[src/rtl/lsp_pkg.sv]
package lsp_pkg;
  typedef enum logic [1:0] {
    REG_LEADIN = 2'd0,
    REG_BLACK  = 2'd1,
    REG_ACTIVE = 2'd2,
    REG_GUARD  = 2'd3
  } region_t;

  typedef enum logic [2:0] {
    S_ACC, S_OBGO, S_OBW, S_ACGO, S_ACW, S_PUB
  } phase_t;
endpackage

[src/rtl/lsp_div.sv]
module lsp_div #(
  parameter int NW  = 24,
  parameter int DVW = 12
) (
  input  logic           clk,
  input  logic           rst_n,
  input  logic           start,
  input  logic [NW-1:0]  dividend,
  input  logic [DVW-1:0] divisor,
  output logic [NW-1:0]  quot,
  output logic           fin
);
  localparam int CNTW = $clog2(NW + 1);

  logic [DVW-1:0]  rem;
  logic [DVW-1:0]  div_r;
  logic [NW-1:0]   q;
  logic [CNTW-1:0] cnt;
  logic [DVW:0]    shifted;
  logic            fits;

  assign shifted = {rem, q[NW-1]};
  assign fits    = shifted >= {1'b0, div_r};
  assign quot    = q;

  always_ff @(posedge clk or negedge rst_n) begin
    if (!rst_n) begin
      rem   <= '0;
      div_r <= '0;
      q     <= '0;
      cnt   <= '0;
      fin   <= 1'b0;
    end else if (start) begin
      rem   <= '0;
      div_r <= divisor;
      q     <= dividend;
      cnt   <= CNTW'(NW);
      fin   <= 1'b0;
    end else if (cnt != '0) begin
      rem <= fits ? DVW'(shifted - {1'b0, div_r}) : shifted[DVW-1:0];
      q   <= {q[NW-2:0], fits};
      cnt <= cnt - 1'b1;
      fin <= (cnt == CNTW'(1));
    end else begin
      fin <= 1'b0;
    end
  end

  // a finished quotient leaves a remainder below the divisor
  a_r2_rem_lt_div: assert property (@(posedge clk) disable iff (!rst_n)
    fin |-> (rem < div_r));
endmodule

[src/rtl/lsp_accum.sv]
module lsp_accum
  import lsp_pkg::*;
#(
  parameter int DW    = 12,
  parameter int N_ACT = 2088,
  parameter int AW    = 24,
  parameter int CW    = 13
) (
  input  logic          clk,
  input  logic          rst_n,
  input  logic          clr,
  input  logic          take,
  input  region_t       region,
  input  logic [DW-1:0] data,
  output logic [AW-1:0] ob_sum,
  output logic [AW-1:0] act_sum,
  output logic [DW-1:0] act_max,
  output logic [DW-1:0] act_min,
  output logic [CW-1:0] act_cnt
);
  localparam logic [CW-1:0] CNT_TOP = '1;

  logic [AW:0] act_wide;
  assign act_wide = {1'b0, act_sum} + (AW+1)'(data);

  always_ff @(posedge clk or negedge rst_n) begin
    if (!rst_n) begin
      ob_sum  <= '0;
      act_sum <= '0;
      act_max <= '0;
      act_min <= '1;
      act_cnt <= '0;
    end else if (clr) begin
      ob_sum  <= '0;
      act_sum <= '0;
      act_max <= '0;
      act_min <= '1;
      act_cnt <= '0;
    end else if (take) begin
      case (region)
        REG_BLACK:  ob_sum <= ob_sum + AW'(data);
        REG_ACTIVE: begin
          act_sum <= act_wide[AW-1:0];
          if (data > act_max) act_max <= data;
          if (data < act_min) act_min <= data;
          if (act_cnt != CNT_TOP) act_cnt <= act_cnt + 1'b1;
        end
        default: ;
      endcase
    end
  end

  // within a nominal line the active sum never carries out
  a_r3_no_overflow: assert property (@(posedge clk) disable iff (!rst_n)
    (take && region == REG_ACTIVE && act_cnt < CW'(N_ACT)) |-> !act_wide[AW]);

  // once an active sample is seen, the extremes are ordered
  a_r4_min_le_max: assert property (@(posedge clk) disable iff (!rst_n)
    (act_cnt != '0) |-> (act_min <= act_max));
endmodule

[src/rtl/ccd_line_stats.sv]
module ccd_line_stats
  import lsp_pkg::*;
#(
  parameter int DW      = 12,
  parameter int N_OB    = 18,
  parameter int N_ACT   = 2088,
  parameter bit CORR_EN = 1'b1
) (
  input  logic          clk,
  input  logic          rst_n,
  input  logic          in_valid,
  output logic          in_ready,
  input  logic [1:0]    in_region,
  input  logic [DW-1:0] in_data,
  input  logic          in_last,
  output logic          out_valid,
  input  logic          out_ready,
  output logic [DW-1:0] out_data,
  output logic          done,
  output logic [DW-1:0] ob_mean,
  output logic [DW-1:0] act_mean,
  output logic [DW-1:0] act_max,
  output logic [DW-1:0] act_min,
  output logic [DW:0]   dev_hi,
  output logic [DW:0]   dev_lo,
  output logic          cnt_err
);
  localparam int CNTB = $clog2(N_ACT + 1);
  localparam int AW   = DW + CNTB;
  localparam int CW   = CNTB + 1;
  localparam int DMAX = (N_OB > N_ACT) ? N_OB : N_ACT;
  localparam int DVW  = $clog2(DMAX + 1);

  region_t region;
  phase_t  state;
  logic    accepting, take;
  logic    dv_start, dv_fin;
  logic [AW-1:0]  dv_dividend, dv_quot;
  logic [DVW-1:0] dv_divisor;
  logic [AW-1:0]  ob_sum, act_sum;
  logic [DW-1:0]  cur_max, cur_min;
  logic [CW-1:0]  act_cnt;
  logic [DW-1:0]  ob_q_r, act_q_r;

  assign region    = region_t'(in_region);
  assign accepting = (state == S_ACC);
  assign take      = in_valid && in_ready;

  generate
    if (CORR_EN) begin : g_corr
      assign in_ready  = accepting && (region != REG_ACTIVE || out_ready);
      assign out_valid = in_valid && accepting && (region == REG_ACTIVE);
      assign out_data  = (in_data > ob_mean) ? (in_data - ob_mean) : '0;

      // the corrected sample never exceeds the raw one
      a_r9_corr_sat: assert property (@(posedge clk) disable iff (!rst_n)
        out_valid |-> (out_data <= in_data));
      // a stalled corrected sample holds the input stream
      a_r10_hold_in: assert property (@(posedge clk) disable iff (!rst_n)
        (out_valid && !out_ready) |-> !in_ready);
    end else begin : g_nocorr
      assign in_ready  = accepting;
      assign out_valid = 1'b0;
      assign out_data  = '0;
    end
  endgenerate

  lsp_accum #(.DW(DW), .N_ACT(N_ACT), .AW(AW), .CW(CW)) u_acc (
    .clk     (clk),
    .rst_n   (rst_n),
    .clr     (state == S_PUB),
    .take    (take),
    .region  (region),
    .data    (in_data),
    .ob_sum  (ob_sum),
    .act_sum (act_sum),
    .act_max (cur_max),
    .act_min (cur_min),
    .act_cnt (act_cnt)
  );

  assign dv_start    = (state == S_OBGO) || (state == S_ACGO);
  assign dv_dividend = (state == S_OBGO) ? ob_sum : act_sum;
  assign dv_divisor  = (state == S_OBGO) ? DVW'(N_OB) : DVW'(N_ACT);

  lsp_div #(.NW(AW), .DVW(DVW)) u_div (
    .clk      (clk),
    .rst_n    (rst_n),
    .start    (dv_start),
    .dividend (dv_dividend),
    .divisor  (dv_divisor),
    .quot     (dv_quot),
    .fin      (dv_fin)
  );

  always_ff @(posedge clk or negedge rst_n) begin
    if (!rst_n) begin
      state   <= S_ACC;
      ob_q_r  <= '0;
      act_q_r <= '0;
    end else begin
      case (state)
        S_ACC:  if (take && in_last) state <= S_OBGO;
        S_OBGO: state <= S_OBW;
        S_OBW:  if (dv_fin) begin
                  ob_q_r <= dv_quot[DW-1:0];
                  state  <= S_ACGO;
                end
        S_ACGO: state <= S_ACW;
        S_ACW:  if (dv_fin) begin
                  act_q_r <= dv_quot[DW-1:0];
                  state   <= S_PUB;
                end
        S_PUB:  state <= S_ACC;
        default: state <= S_ACC;
      endcase
    end
  end

  always_ff @(posedge clk or negedge rst_n) begin
    if (!rst_n) begin
      done     <= 1'b0;
      ob_mean  <= '0;
      act_mean <= '0;
      act_max  <= '0;
      act_min  <= '0;
      dev_hi   <= '0;
      dev_lo   <= '0;
      cnt_err  <= 1'b0;
    end else begin
      done <= (state == S_PUB);
      if (state == S_PUB) begin
        ob_mean  <= ob_q_r;
        act_mean <= act_q_r;
        act_max  <= cur_max;
        act_min  <= cur_min;
        dev_hi   <= {1'b0, cur_max} - {1'b0, act_q_r};
        dev_lo   <= {1'b0, cur_min} - {1'b0, act_q_r};
        cnt_err  <= (act_cnt != CW'(N_ACT));
      end
    end
  end

  // the completion strobe lasts a single cycle
  a_r7_done_pulse: assert property (@(posedge clk) disable iff (!rst_n)
    done |=> !done);
  // results stay put between strobes
  a_r7_hold: assert property (@(posedge clk) disable iff (!rst_n)
    !done |-> ($stable(act_mean) && $stable(ob_mean)));
  // no input is taken while the line is being resolved
  a_r8_busy_stall: assert property (@(posedge clk) disable iff (!rst_n)
    !accepting |-> !in_ready);
endmodule

[config.mk]
export PLATFORM = sky130hd
export DESIGN_NAME = ccd_line_stats
export DESIGN_NICKNAME = d
export VERILOG_FILES = /design/src/rtl/lsp_pkg.sv /design/src/rtl/lsp_div.sv /design/src/rtl/lsp_accum.sv /design/src/rtl/ccd_line_stats.sv
export SDC_FILE = /design/constraint.sdc
export NUM_CORES = 1
export LEC_CHECK = 0
export BUFFER_PORTS_ARGS = -buffer_cell sky130_fd_sc_hd__buf_4
export CAP_MARGIN = 20
export CORE_MARGIN = 3
export CORE_UTILIZATION = 35
export CTS_CLUSTER_DIAMETER = 50
export DETAILED_ROUTE_END_ITERATION = 7
export PLACE_DENSITY_LB_ADDON = 0.25
export SYNTH_ARGS = -nofsm -noshare
export SYNTH_HDL_FRONTEND = slang
export SYNTH_SLANG_ARGS = --single-unit
[constraint.sdc]
create_clock -name clk -period 3.35 [get_ports clk]
set_input_delay 0.335 -clock clk [delete_from_list [all_inputs] [get_ports clk]]
set_output_delay 0.335 -clock clk [all_outputs]
set_load 0.02 [all_outputs]
**After elaboration in Yosys (flattened, before gate mapping)**

Cells that the tools add are included.

- Bits in registers: 242
- Bits in latches: 0
- Bits in writable memories: 0
- Memory bits (read-only): 0
- Input port bits: 19
- Memories: 0

- Add/subtract/negate cells: 8
- Multiply operators: 0
- Divide/modulo/power cells: 0
- Magnitude comparators: 4
- Eq/ne operators: 14
- Shift operators: 0
- Multiplexer cells: 34
- Bitwise gates (word level): 0
- Reductions and logical operators: 24

Operator list:

| operator | count |
|---|---|
| 2-to-1 mux 24 bit | 9 |
| 2-to-1 mux 12 bit | 13 |
| 2-to-1 mux 13 bit | 4 |
| adder 24 x 12 -> 24 bit | 2 |
| subtractor 12 x 12 -> 13 bit | 2 |
| > comparator 12 bit | 2 |
| subtractor 12 bit | 2 |
| one-hot mux 3 bit (5 select lines) | 1 |
| nonzero test 2 bit | 7 |
| adder 13 x 1 -> 13 bit (second input constant) | 1 |
| >= comparator 13 x 12 -> 1 bit | 1 |
| inequality test 13 x 12 -> 1 bit (second input constant) | 1 |
| inequality test 13 bit (second input constant) | 1 |
| < comparator 12 bit | 1 |
| AND reduction 3 bit | 4 |
| 2-to-1 mux 5 bit | 2 |
| 2-to-1 mux 3 bit | 3 |
| AND reduction 2 bit | 4 |
| equality test 3 x 2 -> 1 bit (second input constant) | 2 |
| equality test 3 bit (second input constant) | 2 |
| inequality test 2 x 1 -> 1 bit (second input constant) | 3 |
| equality test 5 x 1 -> 1 bit (second input constant) | 1 |
| logical AND 1 bit | 5 |
| nonzero test 5 bit | 1 |
| other kinds (8) | 10 |

**Logic depth before layout (Yosys ltp)**

Gate-level depths: netlist of run 1.

- Word-level depth: 7
- Mapped depth: 11
- Depth with buffers taken out: 10

**Modules after synthesis**

Synthesis of run 1 repeated with hierarchy kept, for this count alone.

- Cell total of the unflattened synthesis: 1536
- Area total of the unflattened synthesis: 14415.1 µm²

Modules (own cells, without submodules):

| module | instances | cells an instance | area an instance (µm²) |
|---|---|---|---|
| ccd_line_stats | 1 | 641 | 5960.7 |
| lsp_accum | 1 | 571 | 5370.2 |
| lsp_div | 1 | 324 | 3084.2 |

**Worst setup path after synthesis of run 1**

Ideal clock, no wire load.

- Kind: register -> output
- Start: reg ob_mean[0]
- End: out out_data[10]
- Arrival: 2.333 ns
- Slack: 0.682 ns
- Stages on the path, launching flop included: 11
- Cells stage by stage: dfrtp_1 > ha_1 > inv_1 > fa_1 > a211oi_1 > o21bai_1 > a21oi_1 > o21ai_0 > nand2_1 > clkbuf_1 > nor2_1

- Longest elaborated chain between the ends: 2

Ends and longest elaborated chain:

| item | line | RTL |
|---|---|---|
| start, declared | ccd_line_stats.sv:20 | `output logic [DW-1:0] ob_mean,` |
| start signal, assigned | ccd_line_stats.sv:133 | `ob_mean <= ob_q_r;` |
| subtractor 12 bit or > comparator 12 bit (tied branches) | ccd_line_stats.sv:53 | `assign out_data = (in_data > ob_mean) ? (in_data - ob_mean) : '0;` |
| 2-to-1 mux 12 bit * | ccd_line_stats.sv:53 |  |
| end, declared | ccd_line_stats.sv:18 | `output logic [DW-1:0] out_data,` |

Mark *: on every way between the ends. The rest lies on a longest branch, timed or not.

**Worst setup path in the final report of run 1**

Same ends and word-level chain as after synthesis.

==> impl_metrics.yaml, run 1 <==
route:
  final_antenna_net_count: 0
  drt_iter0_markers: 590
  routed_wl_microns: 36620
  vias_per_cell: 5.152
  drc: 0
  drt_first_pass_iters: 5
  post_drt_wl_per_cell_microns: 17.59
  vias: 10730
yosys:
  synth_xor_xnor_area_share_pct: 4.547
  syn_avg_cell_area_sq_um: 9.172
  yosysSeqAreaShare_pct: 43.80
  synth_nets: 1567
  syn_area_sq_um: 13290
  async_flop_share_pct: 100.0
  synth-simple-area-share_pct: 17.38
  synth_area_leader_cell: "dfrtp_1"
  synth.area.mux_share_pct: 3.239
  synth.top_cells.by_count: "223 x nand2_1, 220 x dfrtp_1, 149 x o21ai_0, 94 x ha_1, 84 x inv_1"
  synth_fa_ha_area_share_pct: 9.603
  synth_most_common_cell: "nand2_1"
  synth_edf_count: 0
  synthTopCellsByArea: "dfrtp_1 41%, ha_1 8.8%, nand2_1 6.3%"
  synth_top_family_by_area: "simple AND/OR/NAND/NOR gates"
  ys.flop_type: "dfrtp_1"
  synthCells: 1449
  ys_seq_elements: 232
  yosysUniqueCellTypes: 68
  ys_warn_count: 0
  synth_top_area_share_pct: 41.42
  synth_compound_area_share_pct: 16.96
timing:
  min_period_over_period_pct: 92.90
  fin_ws_ps: 237.9
  hold_violations: 0
  rsz0062_at_grt: "false"
  max_freq_ghz: 0.3213
  fin_worst_skew_ps: 23.89
  finalSetupViolCount: 0
  worst_hold_slack_ps: 134.8
  setup_tns_ps: 0
  max_slew_margin_pct: 52.24
  drv_slew: 0
  min_period_ps: 3112
  worst_slew_pin_slew_ps: 707.1
clocking:
  cts_setup_buffers: 0
  path_clk_slew_ps: 60
  h-tree-depth: 2
  clock_path_buffers: 3
  clock_latency_ps: 510
  cts_buffers: 34
  cts.sinks: 232
  cts_tree: "done"
  cts_root_buf: "clkbuf_16"
power:
  p_sw_share_pct: 23.36
  comb_power_share_pct: 6.7
  powerDensity_nw_per_um2: 444.2
  seq_power_share_pct: 41.0
  leakage_nw: 7.433
  clock_power_share_pct: 52.2
  p_switching_mw: 1.650
  internal_power_mw: 5.413
  peakVddDrop_mv: 0.2965
  p_total_mw: 7.063
placement:
  placedCellCount: 2021
  place_congestion: 0.8669
  io_buffers: 108
  dp_slack_ps: 404.5
  place_hpwl_microns: 26330
  dpl-instance-area_sq_um: 14720
global_route:
  overflow: 0
  track_usage_pct: 18.20
  antenna_found_initial: 0
  grt_pass1_wl_microns: 59760
  grt_pass1_vias: 10640
  grt_max_degree: 107
outcome:
  outcome: "finished clean"
cells_and_area:
  final_nets: 1672
  area_delta_synth_final_pct: 19.64
  multiInputGateArea_sq_um: 6898
  diodes: 0
  fillers: 3636
  design_area_sq_um: 15900
  post-route-util_pct: 42.92
  regArea_sq_um: 5822
  fin_cells: 2082
  drive_above_1_share_pct: 15.15
setup_path:
  cp_data_arrival_time_ps: 2780
  end_kind: "output pin"
  reg2reg_slack_ps: 470
  path_class: "register to output pin"
  worst-r2r-cell-count: 11
  critPathLaunchType: "register"
  crit_fanout: 3
  r2r-start: "u_acc.act_sum[0]"
  r2r_end: "u_acc.act_sum[16]"
  cp_data_required_time_ps: 3010
  critPathLaunch: "ob_mean[0]"
hold_path:
  hp-class: "primary input to register"
  holdPathEnd: "u_acc.act_min[2]"
  holdPathStages: 3
  min_from: "in_data[2]"
die:
  rows: 70
  die_area_sq_um: 40350
  start_util_pct: 35.87
  num_io_pins: 109
  core_region_area_sq_um: 37050
  die_height_microns: 200.9
  die_w_microns: 200.9
job:
  max-cap-violations: 0
-- cells in the final DEF, fill, tap and decap left out, drive strengths merged, types with 8 or more instances in the layout --
cell    instances
a211oi         40
a31oi          33
nand2         223
or3             8
ha             94
nor2b          30
dfrtp         220
nand2b         26
xor2           37
nor2           73
a21oi          54
mux2i          25
inv            89
o31ai          10
dfstp          12
mux2           16
xnor2          32
buf           136
nor3           28
and3           14
nand3          41
o21ai         151
a21o           22
nand4          19
clkbuf         45
-- kinds of logic after synthesis --
| logic type | count (synthesis) |
|---|---|
| DFF | 232 |
| adders and majority gates | 99 |
| muxes | 41 |
| and+or+nand+nor | 491 |
| buffers and inverters | 152 |
| AOI/OAI and AO/OA | 365 |
| xor gates and xnor gates | 69 |
-- power groups by stage --
stage                     clock network [mW]  logic, mW  registers [mW]
final                                   3.69      0.475            2.90
after global routing                    3.92      0.537            2.90
after CTS                               3.79      0.479            2.90
after detailed placement                   0      0.476            2.95
after global placement                     0      0.470            2.95
after floorplan                            0      0.287            2.93
-- layer usage --
layer	vias up	share of wire (%)	wire length, microns	track usage, %
met4	0	3.5	1282	6.474
met1	5142	46	16780	24.38
met5	-	0	0	0
met2	201	47	17310	29.94
met3	73	3.4	1250	2.886
li1	5310	-	-	-
-- cell type report --
type | count | area share (%)
inverters | 84 | 1.983
repair buffers | 137 | 6.767
multi-input cells | 1065 | 43.38
clock buffers | 45 | 5.870
well taps | 504 | 3.966
flip-flops and latches | 232 | 36.61
clock inverters | 15 | 1.416
-- timing repair --
item / 4_1_cts / 5_1_grt
gates resized for setup: 0 / 2
endpoints found under the setup margin: 0 / 12
hold endpoints to repair: 67 / 0
hold buffers: 1 / 0
-- worst max-delay path: stages, from the launching register on --
cell and delay [ps]:
dfrtp_1 370, ha_1 180, inv_1 50, fa_1 430
a211oi_2 270, o21ai_0 180, a31oi_1 270, o21ai_0 130
xnor2_1 170, nor2_1 60, buf_4 160
-- sequential cells by signal, summed over array words and instances (netlist names), 13 cells and up --
| signal | cells |
|---|---|
| u_acc.act_sum | 24 |
| dev_hi | 13 |
| u_div.quot | 24 |
| u_acc.act_cnt | 13 |
| dev_lo | 13 |
| u_acc.ob_sum | 24 |
-- worst max-delay path by stage --
| stage | end | slack [ps] | cells after the start |
|---|---|---|---|
| floorplan | out_data[10] | 680 | 10 |
| global placement | out_data[10] | 430 | 12 |
| detailed placement | out_data[9] | 400 | 12 |
| CTS | out_data[9] | 100 | 10 |
| global route | out_data[10] | 60 | 10 |
| finish | out_data[10] | 240 | 10 |
Note: power is estimated with default switching activity, not from simulation.
==> run 2: changes to the inputs <==
--- a/config.mk
+++ b/config.mk
@@ -7,6 +7,7 @@
 export LEC_CHECK = 0
 export BUFFER_PORTS_ARGS = -buffer_cell sky130_fd_sc_hd__buf_4
 export CAP_MARGIN = 20
+export CORE_ASPECT_RATIO = 2
 export CORE_MARGIN = 3
 export CORE_UTILIZATION = 35
 export CTS_CLUSTER_DIAMETER = 50
==> run 2 against run 1 <==
Worst setup slack better by 18 ps. Clock skew down 12 ps. Non-clock buffer count decreased by 2. First-iteration DRC count is 29% lower. Die area is 0.35% higher. Sequential power about the same. Critical path type unchanged. Critical endpoint unchanged. Cell area down 3.2%. Core utilization fell by 1.8 points. Highest routed layer unchanged. Wire length up 6.7%. Clock-buffer cell count decreased by 10. Largest power group is now sequential cells. Clock power fell by 32%. Combinational power increased by 4%.
==> impl_metrics.yaml, run 2 (synthesis results as in run 1) <==
timing:
  fin_worst_skew_ps: 11.44
  finalSetupViolCount: 0
  setup_tns_ps: 0
  rsz0062_at_grt: "false"
  min_period_over_period_pct: 92.37
  max_freq_ghz: 0.3232
  worst_slew_pin_slew_ps: 945.2
  max_slew_margin_pct: 36.99
  hold_violations: 0
  drv_slew: 0
  min_period_ps: 3094
clocking:
  cts_root_buf: "clkbuf_16"
  clock_latency_ps: 530
  path_clk_slew_ps: 70
  cts_buffers: 23
  cts_tree: "done"
  cts_setup_buffers: 0
  clock_path_buffers: 3
  cts.sinks: 232
  h-tree-depth: 1
setup_path:
  cp_data_required_time_ps: 3010
  critPathLaunchType: "register"
  path_class: "register to output pin"
  end_kind: "output pin"
  worst-r2r-cell-count: 9
  cp_data_arrival_time_ps: 2760
  reg2reg_slack_ps: 510
  crit_fanout: 3
  r2r-start: "u_acc.act_sum[0]"
  r2r_end: "u_acc.act_sum[18]"
die:
  num_io_pins: 109
  die_w_microns: 143.8
  start_util_pct: 35.53
  die_area_sq_um: 40490
  rows: 100
  core_region_area_sq_um: 37410
  die_height_microns: 281.6
route:
  post_drt_wl_per_cell_microns: 19.38
  vias: 10800
  final_antenna_net_count: 0
  drc: 0
  drt_first_pass_iters: 6
  drt_iter0_markers: 417
  routed_wl_microns: 39050
  vias_per_cell: 5.361
cells_and_area:
  final_nets: 1659
  mostFrequentLayoutCells: "221 x nand2_1, 219 x dfrtp_1, 149 x o21ai_0"
  post-route-util_pct: 41.12
  area_delta_synth_final_pct: 15.76
  final_common_cell: "nand2_1"
  drive_above_1_share_pct: 14.14
  fillers: 3723
  diodes: 0
hold_path:
  holdPathEnd: "state[0]"
  holdPathStages: 3
  hp-class: "primary input to register"
  min_from: "in_valid"
global_route:
  grt_max_degree: 110
  grt_pass1_wl_microns: 61630
  overflow: 0
  track_usage_pct: 19.55
  grt_pass1_vias: 11190
  antenna_found_initial: 0
power:
  leakage_nw: 7.208
  powerDensity_nw_per_um2: 384.2
  peakVddDrop_mv: 0.2562
placement:
  place_congestion: 0.9037
  place_hpwl_microns: 29570
  io_buffers: 108
outcome:
  outcome: "finished clean"
job:
  max-cap-violations: 0
==> run 2: changes by cell type in the layout (fill, tap and decap cells not counted), sizes merged <==
cell	before	now
buf	136	134
bufinv	5	0
clkbuf	45	35
inv	89	84
==> run 2: through the flow <==
stage          power (mW)  cells  setup WS (ps)  area [sq um]  hold WS, ps
5_1_grt             6.159   2015          59.13         15380        132.8
3_3_place_gp        3.437   1974          320.2         14660        416.3
2_1_floorplan       3.221   1449          681.8         13290        39.41
6_report            5.911   2015          255.7         15380        133.5
3_5_place_dp        3.445   1974          304.8         14660        403.7
4_1_cts             5.993   2015          99.80         15380        111.8
==> run 2: what timing repair did <==
| item | in CTS | in global routing |
|---|---|---|
| gates resized for setup | 0 | 2 |
| hold buffers | 1 | 0 |
| endpoints found under the hold margin | 88 | 0 |
| setup endpoints to repair | 0 | 12 |
==> run 2: worst max-delay path, cell delays in order, from the launching register on <==
cell and delay, ps:
dfrtp_1 380, ha_1 180, inv_1 60, fa_1 430
a211oi_2 260, o21ai_0 140, a31oi_1 260, o21ai_0 140
xnor2_1 150, nor2_1 90, buf_4 150
==> run 2: metal layers <==
layer | part of all wire, % | up-vias | routed length (microns) | track usage (%)
li1 | - | 5274 | - | -
met1 | 33 | 5212 | 13000 | 18.97
met2 | 56 | 207 | 22010 | 37.81
met3 | 2.6 | 110 | 1006 | 1.986
met4 | 7.8 | 0 | 3038 | 13.00
met5 | 0 | - | 0 | 0
==> run 2: layout make-up <==
cell class              instances  area, sq um  share of cell area [%]
clock buffers                  35        680.7                   4.424
clock inverters                 5        31.28                  0.2033
inverters                      84        315.3                   2.049
multi-input cells            1065         6900                   44.85
flip-flops and latches        232         5822                   37.84
well taps                     459        574.3                   3.733
repair buffers                135         1061                   6.897
==> run 2: worst max-delay path by stage <==
stage                from            to  slack, ps  cells after the start
3_3_place_gp   in_data[0]  out_data[10]        320                     12
2_1_floorplan  ob_mean[0]  out_data[10]        680                     10
5_1_grt        ob_mean[0]   out_data[8]         60                     10
4_1_cts        ob_mean[0]   out_data[4]        100                     10
3_5_place_dp   in_data[0]   out_data[4]        300                     12
6_report       ob_mean[0]  out_data[10]        260                     10
==> run 2: report_power, final <==
| group | internal (mW) | switching (mW) |
|---|---|---|
| logic | 0.193 | 0.298 |
| registers | 2.86 | 0.0389 |
| clock network | 1.40 | 1.12 |
| total | 4.45 | 1.46 |
==> run 3: changes to the inputs <==
--- a/config.mk
+++ b/config.mk
@@ -12,7 +12,7 @@
 export CORE_UTILIZATION = 35
 export CTS_CLUSTER_DIAMETER = 50
 export DETAILED_ROUTE_END_ITERATION = 7
-export PLACE_DENSITY_LB_ADDON = 0.25
+export PLACE_DENSITY_LB_ADDON = 0.12
 export SYNTH_ARGS = -nofsm -noshare
 export SYNTH_HDL_FRONTEND = slang
 export SYNTH_SLANG_ARGS = --single-unit
==> run 3 against run 2 <==
Via count about the same. Clock-buffer cell count shrank 6. Hold slack got worse by 6.4 ps. Total power up 5.4%. Sequential power about the same. Core utilization grew 0.29 points. Sequential share of layout area fell by 0.27 points. Critical path depth unchanged. Critical path type unchanged.
==> impl_metrics.yaml, run 3 (synthesis results as in run 1) <==
outcome:
  outcome: "finished clean"
placement:
  io_buffers: 108
  place_hpwl_microns: 30520
  place_congestion: 0.8896
cells_and_area:
  regArea_sq_um: 5822
  final_common_cell: "nand2_1"
  final_nets: 1660
  diodes: 0
  multiInputGateArea_sq_um: 6904
  fillers: 3758
  drive_above_1_share_pct: 14.51
  mostFrequentLayoutCells: "222 x nand2_1, 219 x dfrtp_1, 149 x o21ai_0"
  area_delta_synth_final_pct: 16.59
route:
  drc: 0
  vias: 10800
  vias_per_cell: 5.355
  routed_wl_microns: 40750
  post_drt_wl_per_cell_microns: 20.21
  drt_first_pass_iters: 5
  final_antenna_net_count: 0
  drt_iter0_markers: 570
die:
  rows: 100
  start_util_pct: 35.53
  die_w_microns: 143.8
  core_region_area_sq_um: 37410
  num_io_pins: 109
  die_height_microns: 281.6
  die_area_sq_um: 40490
power:
  powerDensity_nw_per_um2: 402.0
  peakVddDrop_mv: 0.2920
  leakage_nw: 7.250
timing:
  min_period_over_period_pct: 93.37
  setup_tns_ps: 0
  hold_violations: 0
  worst_hold_slack_ps: 127.1
  drv_slew: 0
  max_slew_margin_pct: 43.39
  fin_worst_skew_ps: 13.95
  finalSetupViolCount: 0
  max_freq_ghz: 0.3197
  min_period_ps: 3128
  worst_slew_pin_slew_ps: 847.1
global_route:
  track_usage_pct: 20.27
  grtUsageMet3_pct: 1.663
  overflow: 0
  grtUsageMet1_pct: 20.56
  grt_pass1_wl_microns: 63600
  top_usage_layer: "met2"
  antenna_found_initial: 0
  grt_max_degree: 93
  use_met2_pct: 39.72
  grt_pass1_vias: 11220
setup_path:
  cp_data_required_time_ps: 3010
  end_kind: "output pin"
  reg2reg_slack_ps: 550
  cp_data_arrival_time_ps: 2790
  worst-r2r-cell-count: 8
  crit_fanout: 3
  r2r_end: "u_div.rem[6]"
  critPathLaunchType: "register"
  r2r-start: "u_div.div_r[5]"
  path_class: "register to output pin"
clocking:
  h-tree-depth: 1
  cts_root_buf: "clkbuf_16"
  cts.sinks: 232
  cts_buffers: 24
  clock_latency_ps: 540
  cts_tree: "done"
  clock_path_buffers: 3
  path_clk_slew_ps: 70
hold_path:
  hp-class: "primary input to register"
  holdPathEnd: "state[0]"
  min_from: "in_valid"
  holdPathStages: 3
job:
  max-cap-violations: 0
## run 3: worst max-delay path by stage
stage                from      endpoint  slack, ps  depth (start not counted)
2_1_floorplan  ob_mean[0]  out_data[10]        680                         10
3_3_place_gp   in_data[0]  out_data[10]        280                         12
3_5_place_dp   in_data[0]  out_data[10]        270                         12
4_1_cts        ob_mean[0]  out_data[10]         40                         10
5_1_grt        ob_mean[0]  out_data[10]         -7                         10
6_report       ob_mean[0]  out_data[10]        220                         10
## run 3: metrics by stage
stage | util (%) | setup slack (ps) | cells | power (mW) | area [sq um]
detailed placement | 39.17 | 268.8 | 1974 | 3.446 | 14650
floorplan | - | 681.8 | 1449 | 3.221 | 13290
finish | 41.42 | 222.0 | 2017 | 6.230 | 15490
CTS | 41.38 | 39.50 | 2017 | 6.321 | 15480
global route | 41.42 | -6.788 | 2017 | 6.475 | 15490
global placement | 39.17 | 284.1 | 1974 | 3.439 | 14650
## run 3: critical path: stages (launching register included)
cell and delay (ps):
dfrtp_1 410, ha_1 190, inv_1 50, fa_1 430, a211oi_2 260, o21ai_0 160
a31oi_2 240, o21ai_0 130, xnor2_1 150, nor2_1 90, buf_4 150
## run 3: layout make-up
cell class | instances | share of cell area [%]
tap | 459 | 3.706
inverter | 84 | 2.035
clock inverter | 13 | 1.017
multi-input combinational | 1065 | 44.56
clock buffer | 29 | 4.264
timing repair buffer | 135 | 6.848
sequential | 232 | 37.57
## run 3: report_power, final
part	total [mW]	internal, mW	switching [mW]	leakage (nW)
sequential	2.89	2.86	0.0374	2.97
combinational	0.494	0.191	0.303	3.89
clock	2.84	1.64	1.20	0.392
total	6.23	4.69	1.54	7.25
## run 3: repair_timing
item                       CTS  global route
hold buffers                 1             0
setup endpoints to repair    0            12
setup buffers                0             0
resized for setup            0             3
hold endpoints to repair    70             0
## run 3: per-layer routing
metal,wire (microns),up-vias
met5,0,-
met4,2565,0
met3,1066,95
met2,22970,220
met1,14150,5209
li1,-,5277
